--- config.mk ---
export PLATFORM = sky130hd
export DESIGN_NAME = prio_intc
export DESIGN_NICKNAME = d
export VERILOG_FILES = /design/src/rtl/prio_intc.sv
export SDC_FILE = /design/constraint.sdc
export NUM_CORES = 1
export LEC_CHECK = 0
export ABC_AREA = 1
export BUFFER_PORTS_ARGS = -buffer_cell sky130_fd_sc_hd__buf_2
export CAP_MARGIN = 20
export CORE_ASPECT_RATIO = 0.5
export CORE_MARGIN = 2
export CORE_UTILIZATION = 45
export DETAILED_ROUTE_END_ITERATION = 10
export SLEW_MARGIN = 15
export SYNTH_ARGS = -nofsm -noshare
export SYNTH_HDL_FRONTEND = slang
export SYNTH_SLANG_ARGS = --single-unit
--- constraint.sdc ---
create_clock -name clk -period 5.5 [get_ports clk]
set_input_delay 0.825 -clock clk [delete_from_list [all_inputs] [get_ports clk]]
set_output_delay 0.825 -clock clk [all_outputs]
set_load 0.03 [all_outputs]
--- src/rtl/prio_intc.sv ---
module prio_intc #(
  parameter int LINES = 8,
  localparam int IW = $clog2(LINES)
) (
  input  logic             clk,
  input  logic             rst_n,
  input  logic [LINES-1:0] irq_in,
  input  logic             cfg_we,
  input  logic [1:0]       cfg_addr,
  input  logic [LINES-1:0] cfg_wdata,
  input  logic             ack,
  output logic             irq_out,
  output logic [IW-1:0]    vec_out
);

  logic [LINES-1:0] sync1, sync2, prev, pend, isr, mask, lvl;
  logic             rot_en, auto_eoi;
  logic [IW-1:0]    top_q, idx, win, svc;
  logic             win_ok, svc_ok;

  wire [IW-1:0]    top = rot_en ? top_q : '0;
  wire [LINES-1:0] req = pend & ~mask;

  always_comb begin
    win = '0; win_ok = 1'b0; svc = '0; svc_ok = 1'b0; idx = '0;
    for (int k = LINES - 1; k >= 0; k--) begin
      idx = top + IW'(k);
      if (req[idx]) begin win = idx; win_ok = 1'b1; end
      if (isr[idx]) begin svc = idx; svc_ok = 1'b1; end
    end
  end

  wire [IW-1:0] win_rank = IW'(win - top);
  wire [IW-1:0] svc_rank = IW'(svc - top);
  assign irq_out = win_ok && (!svc_ok || win_rank < svc_rank);

  wire             take     = ack && irq_out;
  wire [LINES-1:0] take_vec = take ? (LINES'(1) << win) : '0;
  wire             eoi_wr   = cfg_we && cfg_addr == 2'd3;
  wire [LINES-1:0] eoi_clr  = !eoi_wr        ? '0 :
                              cfg_wdata[IW]  ? (LINES'(1) << cfg_wdata[IW-1:0]) :
                              svc_ok         ? (LINES'(1) << svc) : '0;
  wire [LINES-1:0] rise     = sync2 & ~prev;
  wire [LINES-1:0] pend_n   = (lvl & sync2 & ~take_vec) |
                              (~lvl & ((pend & ~take_vec) | rise));
  wire [LINES-1:0] isr_n    = (isr | (auto_eoi ? '0 : take_vec)) & ~eoi_clr;

  always_ff @(posedge clk or negedge rst_n) begin
    if (!rst_n) begin
      sync1 <= '0; sync2 <= '0; prev <= '0;
      pend <= '0; isr <= '0; mask <= '1; lvl <= '0;
      rot_en <= 1'b0; auto_eoi <= 1'b0; top_q <= '0; vec_out <= '0;
    end else begin
      sync1 <= irq_in;
      sync2 <= sync1;
      prev  <= sync2;
      pend  <= pend_n;
      isr   <= isr_n;
      if (take) begin
        vec_out <= win;
        if (rot_en) top_q <= win + IW'(1);
      end
      if (cfg_we) begin
        case (cfg_addr)
          2'd0: mask <= cfg_wdata;
          2'd1: lvl  <= cfg_wdata;
          2'd2: begin rot_en <= cfg_wdata[0]; auto_eoi <= cfg_wdata[1]; end
          default: ;
        endcase
      end
    end
  end

endmodule


## Word level (Yosys, flattened, before mapping)

Cells that the tools add are included.

- Output and inout port bits: 4
- Bits of input ports: 22
- Register bits: 64
- Logic and storage cells: 131

- Order comparisons: 9
- Add/subtract/negate cells: 10
- Shift-type cells: 3
- Muxes and demuxes: 70
- Reduce and logical (&&, ||, !) cells: 10
- Bitwise operators: 15
- Equality and inequality tests: 3

Operators with widths:

| operator | number |
|---|---|
| 8-bit AND | 7 |
| 3-bit two-way mux | 17 |
| 1-bit binary-select mux with 3-bit select | 16 |
| 8-bit two-way mux | 5 |
| 8-bit NOT | 5 |
| 3-bit by 4-bit < comparator with 1-bit output, second input constant | 8 |
| 1-bit two-way mux | 32 |
| 8-bit bitwise OR | 3 |
| 1-bit by 3-bit left shift with 8-bit output, first input constant | 3 |
| 3-bit adder, second input constant | 4 |
| 2-bit AND reduction | 4 |
| 3-bit by 1-bit adder with 3-bit output, second input constant | 2 |
| 3-bit by 2-bit adder with 3-bit output, second input constant | 2 |
| 3-bit subtractor | 2 |
| 2-bit == test, second input constant | 2 |
| 1-bit logical AND | 3 |
| 3-bit < comparator | 1 |
| 2-bit by 1-bit == test with 1-bit output, second input constant | 1 |
| 2-bit logical NOT | 1 |
| 1-bit logical NOT | 1 |
| 1-bit logical OR | 1 |

## Logic depth before layout (Yosys ltp)

- Word-level depth: 23
- Depth in mapped cells: 31
- Depth with buffers taken out: 29

## Worst setup path before layout

No wires, ideal clock.

- Path kind: register to output
- Start point: reg rot_en
- End point: out irq_out
- Setup slack: 978 ps
- Path buffers: 2
- Arrival: 3697 ps
- Required time: 4675 ps
- Stages on the path, launching flop included: 25
- Cell sequence: dfrtp_1 buf_6 nand2_4 clkinv_2 buf_6 ha_1 inv_1 nand3_1 nand3_1 nand2_1 inv_2 o221ai_1 o21ai_0 a21oi_1 o21ai_0 nand2_1 a22oi_1 fa_1 inv_1 ha_1 nand2_1 inv_1 nand3_2 nand2_2 a21boi_4

- Cells in the longest elaborated chain, start to end: 16
- Elaborated cells on any way between the ends: 78
- Classes of those cells: add/sub: 9; order compare: 1; mux: 65; reduce/logical: 3

RTL lines:

| item | line | RTL |
|---|---|---|
| start: declaration | 17 | `logic rot_en, auto_eoi;` |
| start signal: assignment | 67 | `2'd2: begin rot_en <= cfg_wdata[0]; auto_eoi <= cfg_wdata[1]; end` |
| 3-bit two-way mux * | 21 | `wire [IW-1:0] top = rot_en ? top_q : '0;` |
| 3-bit adder | 27 | `idx = top + IW'(k);` |
| 1-bit binary-select mux with 3-bit select (on tied branches) | 28, 29 |  |
| 1-bit two-way mux (on tied branches) | 28, 29 |  |
| 3-bit two-way mux (on tied branches) (8 in a row) | 28, 29 |  |
| 3-bit subtractor (on tied branches) | 33, 34 |  |
| 3-bit < comparator | 35 | `assign irq_out = win_ok && (!svc_ok \|\| win_rank < svc_rank);` |
| 1-bit logical OR | 35 |  |
| 1-bit logical AND * | 35 |  |
| end: declaration | 12 | `output logic irq_out,` |

Every way passes the cells marked *; elsewhere a longest branch is shown, timed or not. The select of a mux whose other input is x is not followed.

## Final worst setup path

- Start point: reg top_q[1]
- End point: out irq_out

- Cells in the longest elaborated chain, start to end: 16
- Elaborated cells on any way between the ends: 78
- Classes of those cells: add/sub: 9; order compare: 1; mux: 65; reduce/logical: 3

RTL lines:

| item | line | RTL |
|---|---|---|
| start: declaration | 18 | `logic [IW-1:0] top_q, idx, win, svc;` |
| start signal: assignment | 61 | `if (rot_en) top_q <= win + IW'(1);` |
| 3-bit two-way mux * | 21 |  |
| 3-bit adder | 27 |  |
| 1-bit binary-select mux with 3-bit select (on tied branches) | 28, 29 |  |
| 1-bit two-way mux (on tied branches) | 28, 29 |  |
| 3-bit two-way mux (on tied branches) (8 in a row) | 28, 29 |  |
| 3-bit subtractor (on tied branches) | 33, 34 |  |
| 3-bit < comparator | 35 |  |
| 1-bit logical OR | 35 |  |
| 1-bit logical AND * | 35 |  |

Marks and branches as above.

==> out/qor.yml <==
cts:
  cts-root-buf: "clkbuf_16"
  cts_tree: "yes"
  ctsHoldBuffers: 0
  htreeDepth: 3
  clk_latency_ns: 0.32
  clock_sinks: 64
  cts_buffers: 9
  clkTransAtPathRegs_ns: 0.05
  clockBufferDepth: 2
routing:
  viasPerCell: 5.092
  drtAntennaViolNets: 0
  drcViolationCount: 0
  highest_layer: "met4"
  route.met3.wl_um: 593
  wirelength_um: 10580
  drt_iter0_drc: 321
  wl_per_cell_um: 13.93
  wl_met1_um: 5440
  dr_total_vias: 3865
  dr.pass1.iters: 6
  dr_wl_met2_um: 4422
yosys:
  muxShareOfSynthArea: 0.002353
  ys_seq_elements: 64
  synth-simple-area-share: 0.3588
  syn-cell-area_um2: 4254
  yosysUniqueCellTypes: 38
  synth-xor-area-share: 0.01647
  yosysWarnings: 0
  synth-compound-area-share: 0.1006
  synth-adder-area-share: 0.03882
  syn_nets: 638
  synthesis.instances: 604
  syn_avg_cell_area_um2: 7.043
  seq_area_frac_synth: 0.3788
  synth_top_family_by_area: "simple AND/OR/NAND/NOR gates"
finish:
  syn2layout_area_growth_pct: 12.74
  fin_area_um2: 4796
  multiInputGateArea_um2: 2218
  layout_common_cells: "nand2_1, nand3_1, inv_1"
  fill_cells: 943
  regArea_um2: 1613
  fin_cells: 759
  antennaDiodeCount: 0
  layout_commonest_cell: "nand2_1"
  fin_nets: 667
  final_util: 0.5145
  drive_gt1_frac: 0.1395
critical_path:
  crit_arrival_ns: 4.28
  path_cells: "nand2_8, clkinv_2, ha_2, inv_1, nand3_1, o21ai_1, nand2_1, nand2_1, inv_1, nand2_1, o21ai_0, o211ai_1, nand2_1, nand2_1, nand2_1, a21oi_4, fa_1, xor2_1, ha_1, a21oi_1, nand2_2, a21boi_4, buf_2"
  path_delay_family: "adder cells"
  r2r_cells: 27
  cp_max_fo: 15
  crit_path_frequent_cell: "nand2_1"
  required_ns: 4.68
  cp-start-kind: "register"
  cp-end-kind: "primary output"
  cpPeakStageDelay_ns: 0.46
  crit_type: "register to primary output"
  cp.depth: 23
  slowest_stage: "dfrtp_1"
  crit_buf_inv: 4
grt:
  grt_use_total: 0.2215
  grt_max_degree: 65
  grt_pass1_wl_um: 17480
  antenna_found_initial: 0
  grt_overflow: 0
  grt_pass1_vias: 3408
floorplanning:
  dieArea_um2: 10290
  rows: 25
  die_x_um: 141.5
  fp.dieH_um: 72.75
  core_um2: 9321
  io_pins: 26
  initial_utilization: 0.4564
pwr:
  finalPower_mw: 3.282
  powerDensity_nw_per_um2: 684.3
  leakagePower_nw: 2.646
  peakVddDrop_v: 0.0003183
place:
  gp_congestion: 0.8902
  io_buffers: 25
  hpwl_um: 8102
  placedCellCount: 741
  place_area_um2: 4462
  preCtsSetupSlack_ns: 0.5126
hold_path:
  whs_path_depth: 0
  hp-class: "register to register"
timing:
  fin_skew_ns: 0.005677
  maxSlewHeadroom: 0.4751
  setup_viol: 0
  hold_slack_ns: 0.3467
  worst_pin_slew_ns: 0.7873
  final-hold-violation-count: 0
  fin_ws_ns: 0.3919
  clock.fmax_mhz: 195.8
  finalCritPeriodShare: 0.9287
  finalMaxSlewViolations: 0
  post-route-min-period_ns: 5.108
  tns_ns: 0
  rsz0062_at_grt: "false"
flow_run:
  drv_cap: 0
status:
  status: "finished, final reports clean"
-- registers in the layout (all words and copies together), names as in the netlist --
register / flops
vec_out: 3
sync1: 8
lvl: 8
sync2: 8
rot_en: 1
auto_eoi: 1
pend: 8
prev: 8
isr: 8
mask: 8
top_q: 3
-- power by group --
part	switching, mW	leakage (nW)	internal [mW]
Combinational	1.40	1.75	0.665
Clock	0.193	0.145	0.362
Sequential	0.0869	0.751	0.578
Total	1.68	2.65	1.60
-- layout make-up --
type,count,area share
Multi-Input combinational cell,438,0.4626
Clock inverter,5,0.01174
Clock buffer,11,0.05061
Timing Repair Buffer,32,0.03705
Sequential cell,64,0.3363
Tap cell,121,0.03157
Inverter,88,0.07018
-- Yosys cell counts (all sizes together) --
cell / instances / area, um^2
a21boi: 2 / 26.28
a21oi: 25 / 132.6
a22oi: 1 / 7.510
buf: 11 / 95.08
clkbuf: 3 / 11.26
clkinv: 2 / 13.76
dfrtp: 56 / 1401
dfstp: 8 / 210.2
fa: 2 / 40.04
ha: 10 / 125.1
inv: 86 / 322.8
mux2i: 1 / 10.01
nand2: 214 / 853.3
nand3: 85 / 445.4
nand4: 13 / 81.33
nor2: 30 / 128.9
nor3: 1 / 5.000
nor4: 2 / 12.51
o211ai: 1 / 7.510
o21ai: 37 / 185.2
o21bai: 7 / 52.55
o221ai: 1 / 8.760
o31ai: 1 / 7.510
xor2: 5 / 70.08
-- timing repair --
action	in CTS	in global routing
endpoints found under the setup margin	0	1
resized for setup	0	5
setup buffers	0	2
-- metal layers --
metal,global-route usage,up-vias
met5,0,-
li1,-,1998
met3,0.04462,10
met2,0.3166,116
met4,0.06889,0
met1,0.3371,1741
-- logic make-up (layout without fill, tap and decap cells) --
logic type               after synthesis  after routing
AO/OA/AOI/OAI                         75             75
flip-flops                            64             64
buffers and inverters                102            136
multiplexers                           1              1
XOR/XNOR                               5              5
AND/OR/NAND/NOR                      345            345
adder cells (fa/ha/maj)               12             12
-- path summary, 6_finish.rpt --
| kind | start | endpoint | slack [ns] |
|---|---|---|---|
| worst max-delay path | top_q[1]$_DFFE_PN0P_ | irq_out | 0.39 |
| worst min-delay path | sync1[2]$_DFF_PN0_ | sync2[2]$_DFF_PN0_ | 0.35 |
| worst max register to register | top_q[1]$_DFFE_PN0P_ | pend[2]$_DFF_PN0_ | 1.08 |
| worst min register to register | sync1[2]$_DFF_PN0_ | sync2[2]$_DFF_PN0_ | 0.35 |
| max in group asynchronous | rst_n | rot_en$_DFFE_PN0P_ | 4.27 |
| min in group asynchronous | rst_n | sync1[7]$_DFF_PN0_ | 0.66 |
Power figures use the tool's default switching activity.
